**config.mk**
```make
export PLATFORM = sky130hd
export DESIGN_NAME = cfgwin_port
export DESIGN_NICKNAME = d
export VERILOG_FILES = /design/src/rtl/cfgwin_pkg.sv /design/src/rtl/cfgwin_decode.sv /design/src/rtl/cfgwin_regfile.sv /design/src/rtl/cfgwin_reloc_mon.sv /design/src/rtl/cfgwin_port.sv
export SDC_FILE = /design/constraint.sdc
export NUM_CORES = 1
export LEC_CHECK = 0
export ABC_AREA = 1
export ABC_CLOCK_PERIOD_IN_PS = 3900
export BUFFER_PORTS_ARGS = -buffer_cell sky130_fd_sc_hd__buf_4
export CORE_MARGIN = 4
export CORE_UTILIZATION = 50
export DETAILED_ROUTE_END_ITERATION = 7
export PLACE_DENSITY_LB_ADDON = 0.15
export SLEW_MARGIN = 30
export SYNTH_ARGS = -nofsm -noshare
export SYNTH_HDL_FRONTEND = slang
export SYNTH_SLANG_ARGS = --single-unit
```
**constraint.sdc**
```tcl
create_clock -name clk -period 3.9 [get_ports clk]
set_input_delay 0.39 -clock clk [delete_from_list [all_inputs] [get_ports clk]]
set_output_delay 0.39 -clock clk [all_outputs]
set_load 0.01 [all_outputs]
```
**src/rtl/cfgwin_pkg.sv**
```systemverilog
package cfgwin_pkg;

    localparam int CFG_DW = 8;
    localparam int CFG_IW = 8;
    localparam int CFG_NREG = 1 << CFG_IW;

    typedef logic [CFG_DW-1:0] cfg_byte_t;
    typedef logic [CFG_IW-1:0] cfg_idx_t;

    // decoded bus request after window gating
    typedef struct packed {
        logic      wr_sel;
        logic      wr_dat;
        logic      rd_any;
        cfg_byte_t wdata;
    } cfg_req_t;

    localparam cfg_idx_t SER0_IDX  = 8'hE7;
    localparam cfg_idx_t SER1_IDX  = 8'hE8;
    localparam cfg_byte_t SER0_FIX = 8'hFE;
    localparam cfg_byte_t SER1_FIX = 8'hBE;

    function automatic logic idx_writable(input cfg_idx_t i);
        logic prot;
        prot = (i <= 8'hDF) || (i == 8'hE4) || (i == 8'hE5)
            || (i >= 8'hE9 && i <= 8'hED)
            || (i == 8'hF3) || (i == 8'hF5) || (i == 8'hF7)
            || (i >= 8'hF9 && i <= 8'hFB)
            || (i >= 8'hFD);
        return !prot;
    endfunction

    function automatic cfg_byte_t idx_default(input cfg_idx_t i);
        case (i)
            8'hE0:   return 8'h3C;
            8'hE2:   return 8'h03;
            8'hE3:   return 8'hFC;
            8'hE6:   return 8'hDE;
            8'hE7:   return 8'hFE;
            8'hE8:   return 8'hBE;
            default: return 8'h00;
        endcase
    endfunction

    function automatic logic is_relocation(input cfg_idx_t i, input cfg_byte_t d);
        return ((i == SER0_IDX) && (d != SER0_FIX))
            || ((i == SER1_IDX) && (d != SER1_FIX));
    endfunction

endpackage

```
**src/rtl/cfgwin_decode.sv**
```systemverilog
module cfgwin_decode
    import cfgwin_pkg::*;
(
    input  logic      clk,
    input  logic      rst,
    input  logic      win_en,
    input  logic      addr,
    input  logic      wr,
    input  logic      rd,
    input  cfg_byte_t wdata,
    output logic      claim,
    output cfg_req_t  req
);
    logic open_q;

    always_ff @(posedge clk) begin
        if (rst) open_q <= 1'b0;
        else     open_q <= win_en;
    end

    always_comb begin
        claim      = open_q && (wr || rd);
        req.wr_sel = open_q && wr && !addr;
        req.wr_dat = open_q && wr && addr;
        req.rd_any = open_q && rd;
        req.wdata  = wdata;
    end
endmodule

```
**src/rtl/cfgwin_regfile.sv**
```systemverilog
module cfgwin_regfile
    import cfgwin_pkg::*;
(
    input  logic      clk,
    input  logic      rst,
    input  cfg_req_t  req,
    output cfg_idx_t  idx,
    output cfg_byte_t rd_data
);
    cfg_idx_t  idx_q;
    cfg_byte_t regs [CFG_NREG];

    always_ff @(posedge clk) begin
        if (rst)             idx_q <= '0;
        else if (req.wr_sel) idx_q <= req.wdata;
    end

    for (genvar g = 0; g < CFG_NREG; g++) begin : g_reg
        if (idx_writable(cfg_idx_t'(g))) begin : g_rw
            always_ff @(posedge clk) begin
                if (rst)
                    regs[g] <= idx_default(cfg_idx_t'(g));
                else if (req.wr_dat && idx_q == cfg_idx_t'(g))
                    regs[g] <= req.wdata;
            end
        end else begin : g_ro
            assign regs[g] = idx_default(cfg_idx_t'(g));
        end
    end

    assign idx     = idx_q;
    assign rd_data = regs[idx_q];
endmodule

```
**src/rtl/cfgwin_reloc_mon.sv**
```systemverilog
module cfgwin_reloc_mon
    import cfgwin_pkg::*;
(
    input  logic     clk,
    input  logic     rst,
    input  cfg_req_t req,
    input  cfg_idx_t idx,
    input  logic     clr,
    output logic     flag
);
    logic hit;
    logic flag_q;

    assign hit = req.wr_dat && is_relocation(idx, req.wdata);

    always_ff @(posedge clk) begin
        if (rst)       flag_q <= 1'b0;
        else if (hit)  flag_q <= 1'b1;
        else if (clr)  flag_q <= 1'b0;
    end

    assign flag = flag_q;
endmodule

```
**src/rtl/cfgwin_port.sv**
```systemverilog
module cfgwin_port
    import cfgwin_pkg::*;
(
    input  logic       clk,
    input  logic       rst,
    input  logic       cfg_win_en,
    input  logic       io_addr,
    input  logic       io_wr,
    input  logic       io_rd,
    input  logic [7:0] io_wdata,
    output logic [7:0] io_rdata,
    output logic       io_claim,
    input  logic       reloc_err_clr,
    output logic       reloc_err
);
    cfg_req_t  req;
    cfg_idx_t  idx_q;
    cfg_byte_t reg_rd;

    cfgwin_decode u_dec (
        .clk(clk), .rst(rst), .win_en(cfg_win_en), .addr(io_addr),
        .wr(io_wr), .rd(io_rd), .wdata(io_wdata), .claim(io_claim), .req(req)
    );

    cfgwin_regfile u_rf (
        .clk(clk), .rst(rst), .req(req), .idx(idx_q), .rd_data(reg_rd)
    );

    cfgwin_reloc_mon u_mon (
        .clk(clk), .rst(rst), .req(req), .idx(idx_q),
        .clr(reloc_err_clr), .flag(reloc_err)
    );

    always_comb begin
        if (!req.rd_any) io_rdata = '0;
        else if (io_addr) io_rdata = reg_rd;
        else io_rdata = idx_q;
    end
endmodule

```
==> metrics.md <==
| Metric | Value |
|---|---|
| Status | `completed` |
| Final Util | `roughly three fifths` |
| Top layer reached by signal wires | `met4` |
| DRT antenna net count | `0` |
| Final period util | `a little under nine tenths` |
| Initial Utilization | `between 50% and 60%` |
| CP endpoint kind | `primary output` |
| Synth top cells by count | `284 x nand2_1, 138 x dfxtp_1, 79 x nor2_1, 61 x a21oi_1, 56 x a211oi_1` |
| Worst EP arrival | `between 2 and 3 ns` |
| TritonCTS clock tree | `done` |
| Yosys warning count | `0` |
| Global-route wire length before repair | `28.71 mm` |
| Grt ovf | `0` |
| Die span in y | `around 120 um` |
| Slowest stage cell on the critical path | `dfxtp_1` |
| Cell count along the critical path | `10` |
| # setup viols final | `0` |
| Detailed Place HPWL | `11.92 mm` |
| Met1 WL | `roughly 8.4 mm` |
| Synth area leaders | `dfxtp_1 44%, nand2_1 17%, a211oi_1 6.7%` |
| Register area share after synthesis | `~44%` |
| Largest net degree at the start of global routing | `just under 70` |
| Min-Delay Path Depth | `3` |
| Initial DRT Pass Iterations | `6` |
| Vias in the first global route | `around 5.4k` |
| Num CTS Buffers | `17` |
| ANT cells | `0` |
| Share of cells above drive strength 1 | `about 9%` |
| RSZ-0062 raised after global routing | `no` |
| Worst path bufs/invs | `3` |
| Post-synth EDFFs | `0` |
| Synthesized flop and latch total | `between 100 and 150` |
| Max IR drop VDD | `roughly 0.32 mV` |
| Mapped Cells | `~900` |
| Critical path class | `flop to primary output` |
| Metal3 WL | `around 1.4 mm` |
| R2r worst-path depth | `7` |
| Static Leak | `between 3 and 4 nW` |
| Critical Path Fanout Max | `15` |
| Root Buffer | `clkbuf_16` |
| Type of the most critical hold path | `input port to flop` |
| DRC Markers | `0` |
| Slew Limit Headroom | `between 30 and 40%` |
| Final net count | `899` |
| NetSw | `0.7268 mW` |
| Power Dens Cells | `472.5 mW/mm2` |
| Area growth syn-to-layout | `14.02%` |
| CP required | `between 3 and 4 ns` |
| GP Congestion | `about 0.95` |
| Met2 wire length | `slightly below 8 mm` |
| Setup crit start kind | `flop` |
| Routed WL per cell | `between 15 and 20 um` |
| Synthesized area | `between 0.006 and 0.007 mm2` |
| Placement Rows | `40` |
| DRT Wirelength | `between 15 and 20 mm` |
| Post-Syn Nets | `roughly 900` |
| Filler cell count | `1,090` |
| CP cell instances | `clkinv_1, nor2_2, nand2_1, inv_1, nand2_1, and3_1, nand3_1, nand3_1, a21oi_1, buf_4` |
| Total Power | `around 3.4 mW` |
| Die area | `~0.014 mm2` |
| Synth area leader | `dfxtp_1` |
| Max-slew violation count | `0` |
| CTS sink cnt | `~140` |
| Antenna violations before repair | `0` |
| PostCTS Resize Cnt | `0` |
| Reg2Reg Setup Slack | `1.21 ns` |
| Synth Area per Inst | `~7.1 um2` |
| Sw Share | `approximately 22%` |
| Final hold vios | `0` |
| Hold slack | `between 0.15 and 0.2 ns` |
| Vias | `5,877` |
| H-tree levels | `4` |
| Skew-Pair Late Insertion Delay | `0.43 ns` |
| Cell internal pwr | `2.648 mW` |
| Part of the power in registers | `a little over two fifths` |
| CTS Hold Bufs | `0` |
| Die Width | `roughly 120 um` |
| Top delay family on crit path | `simple AND/OR/NAND/NOR gates` |
| Slowest stage delay, CP | `roughly 0.64 ns` |
| Slew @ Worst Pin | `~0.9 ns` |
| Drt via density | `5.518` |
| Total GRT Usage | `25.55%` |
| Post-synth top area share | `between 40% and 50%` |
| Post-synth top flop | `dfxtp_1` |
| Starting DRT DRC Count | `~670` |
| Most common cell in the synthesized netlist | `nand2_1` |
| Clock Tree Buf Depth | `2` |
| Setup bufs post-CTS | `0` |
| Setup total negative slack | `0 ns` |
| Power share of the combinational group | `under 10%` |
| Clock Power Share | `a little over half` |
| Period minus WS final | `~3.3 ns` |
| Yosys cell types | `25` |
| Async S/R FF share, synth | `0%` |
| I/O pin total | `25` |
| Clock skew | `about 0.0044 ns` |
| Core area | `0.01216 mm2` |
| Max Fclk | `approximately 300 MHz` |
| IO Port Bufs | `24` |
| Clock slew at reported path FFs | `approximately 0.06 ns` |
| Max Cap Viol | `0` |
==> through the flow <==
step,cell area (um2),setup slack (ns),std cells
3_5_place_dp,6471,1.068,1033
3_3_place_gp,6471,1.130,1033
4_1_cts,7142,0.5992,1065
5_1_grt,7142,0.2337,1065
2_1_floorplan,6264,1.901,886
6_report,7142,0.5689,1065
==> path summary, 6_finish.rpt <==
path	from	to
setup / recovery	u_rf.idx[2]$_SDFFE_PP0P_	io_rdata[5]
hold / removal	cfg_win_en	u_dec.open_q$_SDFF_PP0_
setup reg to reg	u_rf.idx[2]$_SDFFE_PP0P_	u_rf.regs[192]$_SDFFE_PP0P_
hold reg to reg	u_rf.regs[225]$_SDFFE_PP0P_	u_rf.regs[225]$_SDFFE_PP0P_
==> worst reg2reg max path: stages, from the launching register on <==
cell and delay [ns]:
dfxtp_1 0.64, clkinv_1 0.42, nor2_2 0.55, nand2_1 0.15, inv_1 0.10, nand2_1 0.32, o21ai_0 0.30, a21oi_1 0.07
==> registers in the layout, summed over array words and instances, names as in the netlist <==
signal	cells
u_mon.flag	1
u_rf.regs	128
u_dec.open_q	1
u_rf.idx	8
==> per-layer routing <==
metal  global-route usage [%]  up-vias
met2                    38.08      204
met1                    35.60     2702
met3                    7.870       27
met5                        0        -
li1                         -     2944
met4                    7.445        0
==> final cells by class <==
cell class	instances	area, um2	share of cell area (%)
Multi-Input combinational cell	635	3044	42.62
Sequential cell	138	2763	38.68
Clock inverter	10	186.4	2.610
Timing Repair Buffer	29	217.7	3.048
Clock buffer	22	484.2	6.780
Tap cell	168	210.2	2.943
Inverter	63	236.5	3.311
==> kinds of logic after synthesis <==
family	synth area share, %
flops	44.11
compound gates	19.38
simple gates	29.22
buf+inv	7.291
==> power groups by stage <==
stage | Sequential (mW) | Clock, mW | Combinational [mW]
CTS | 1.42 | 1.82 | 0.146
finish | 1.42 | 1.81 | 0.148
global route | 1.42 | 1.89 | 0.161
detailed placement | 1.45 | 0 | 0.145
global placement | 1.45 | 0 | 0.145
floorplan | 1.45 | 0 | 0.0871
==> placed cells by master (no fill, tap or decap), types with 3 or more instances in the layout <==
master        n
nor2_1       79
inv_1        55
clkbuf_16    17
nor2_2        7
inv_2         4
clkbuf_8      4
o211ai_1     31
o21ai_0      48
a21oi_1      61
clkinvlp_4    3
nor3_4        4
nor2_4        4
buf_4        29
clkinv_1      4
dfxtp_1     138
a211oi_1     56
nand3_1      51
nand2_1     284
bufinv_16     5
No activity file was read; power rests on OpenSTA's default activity.
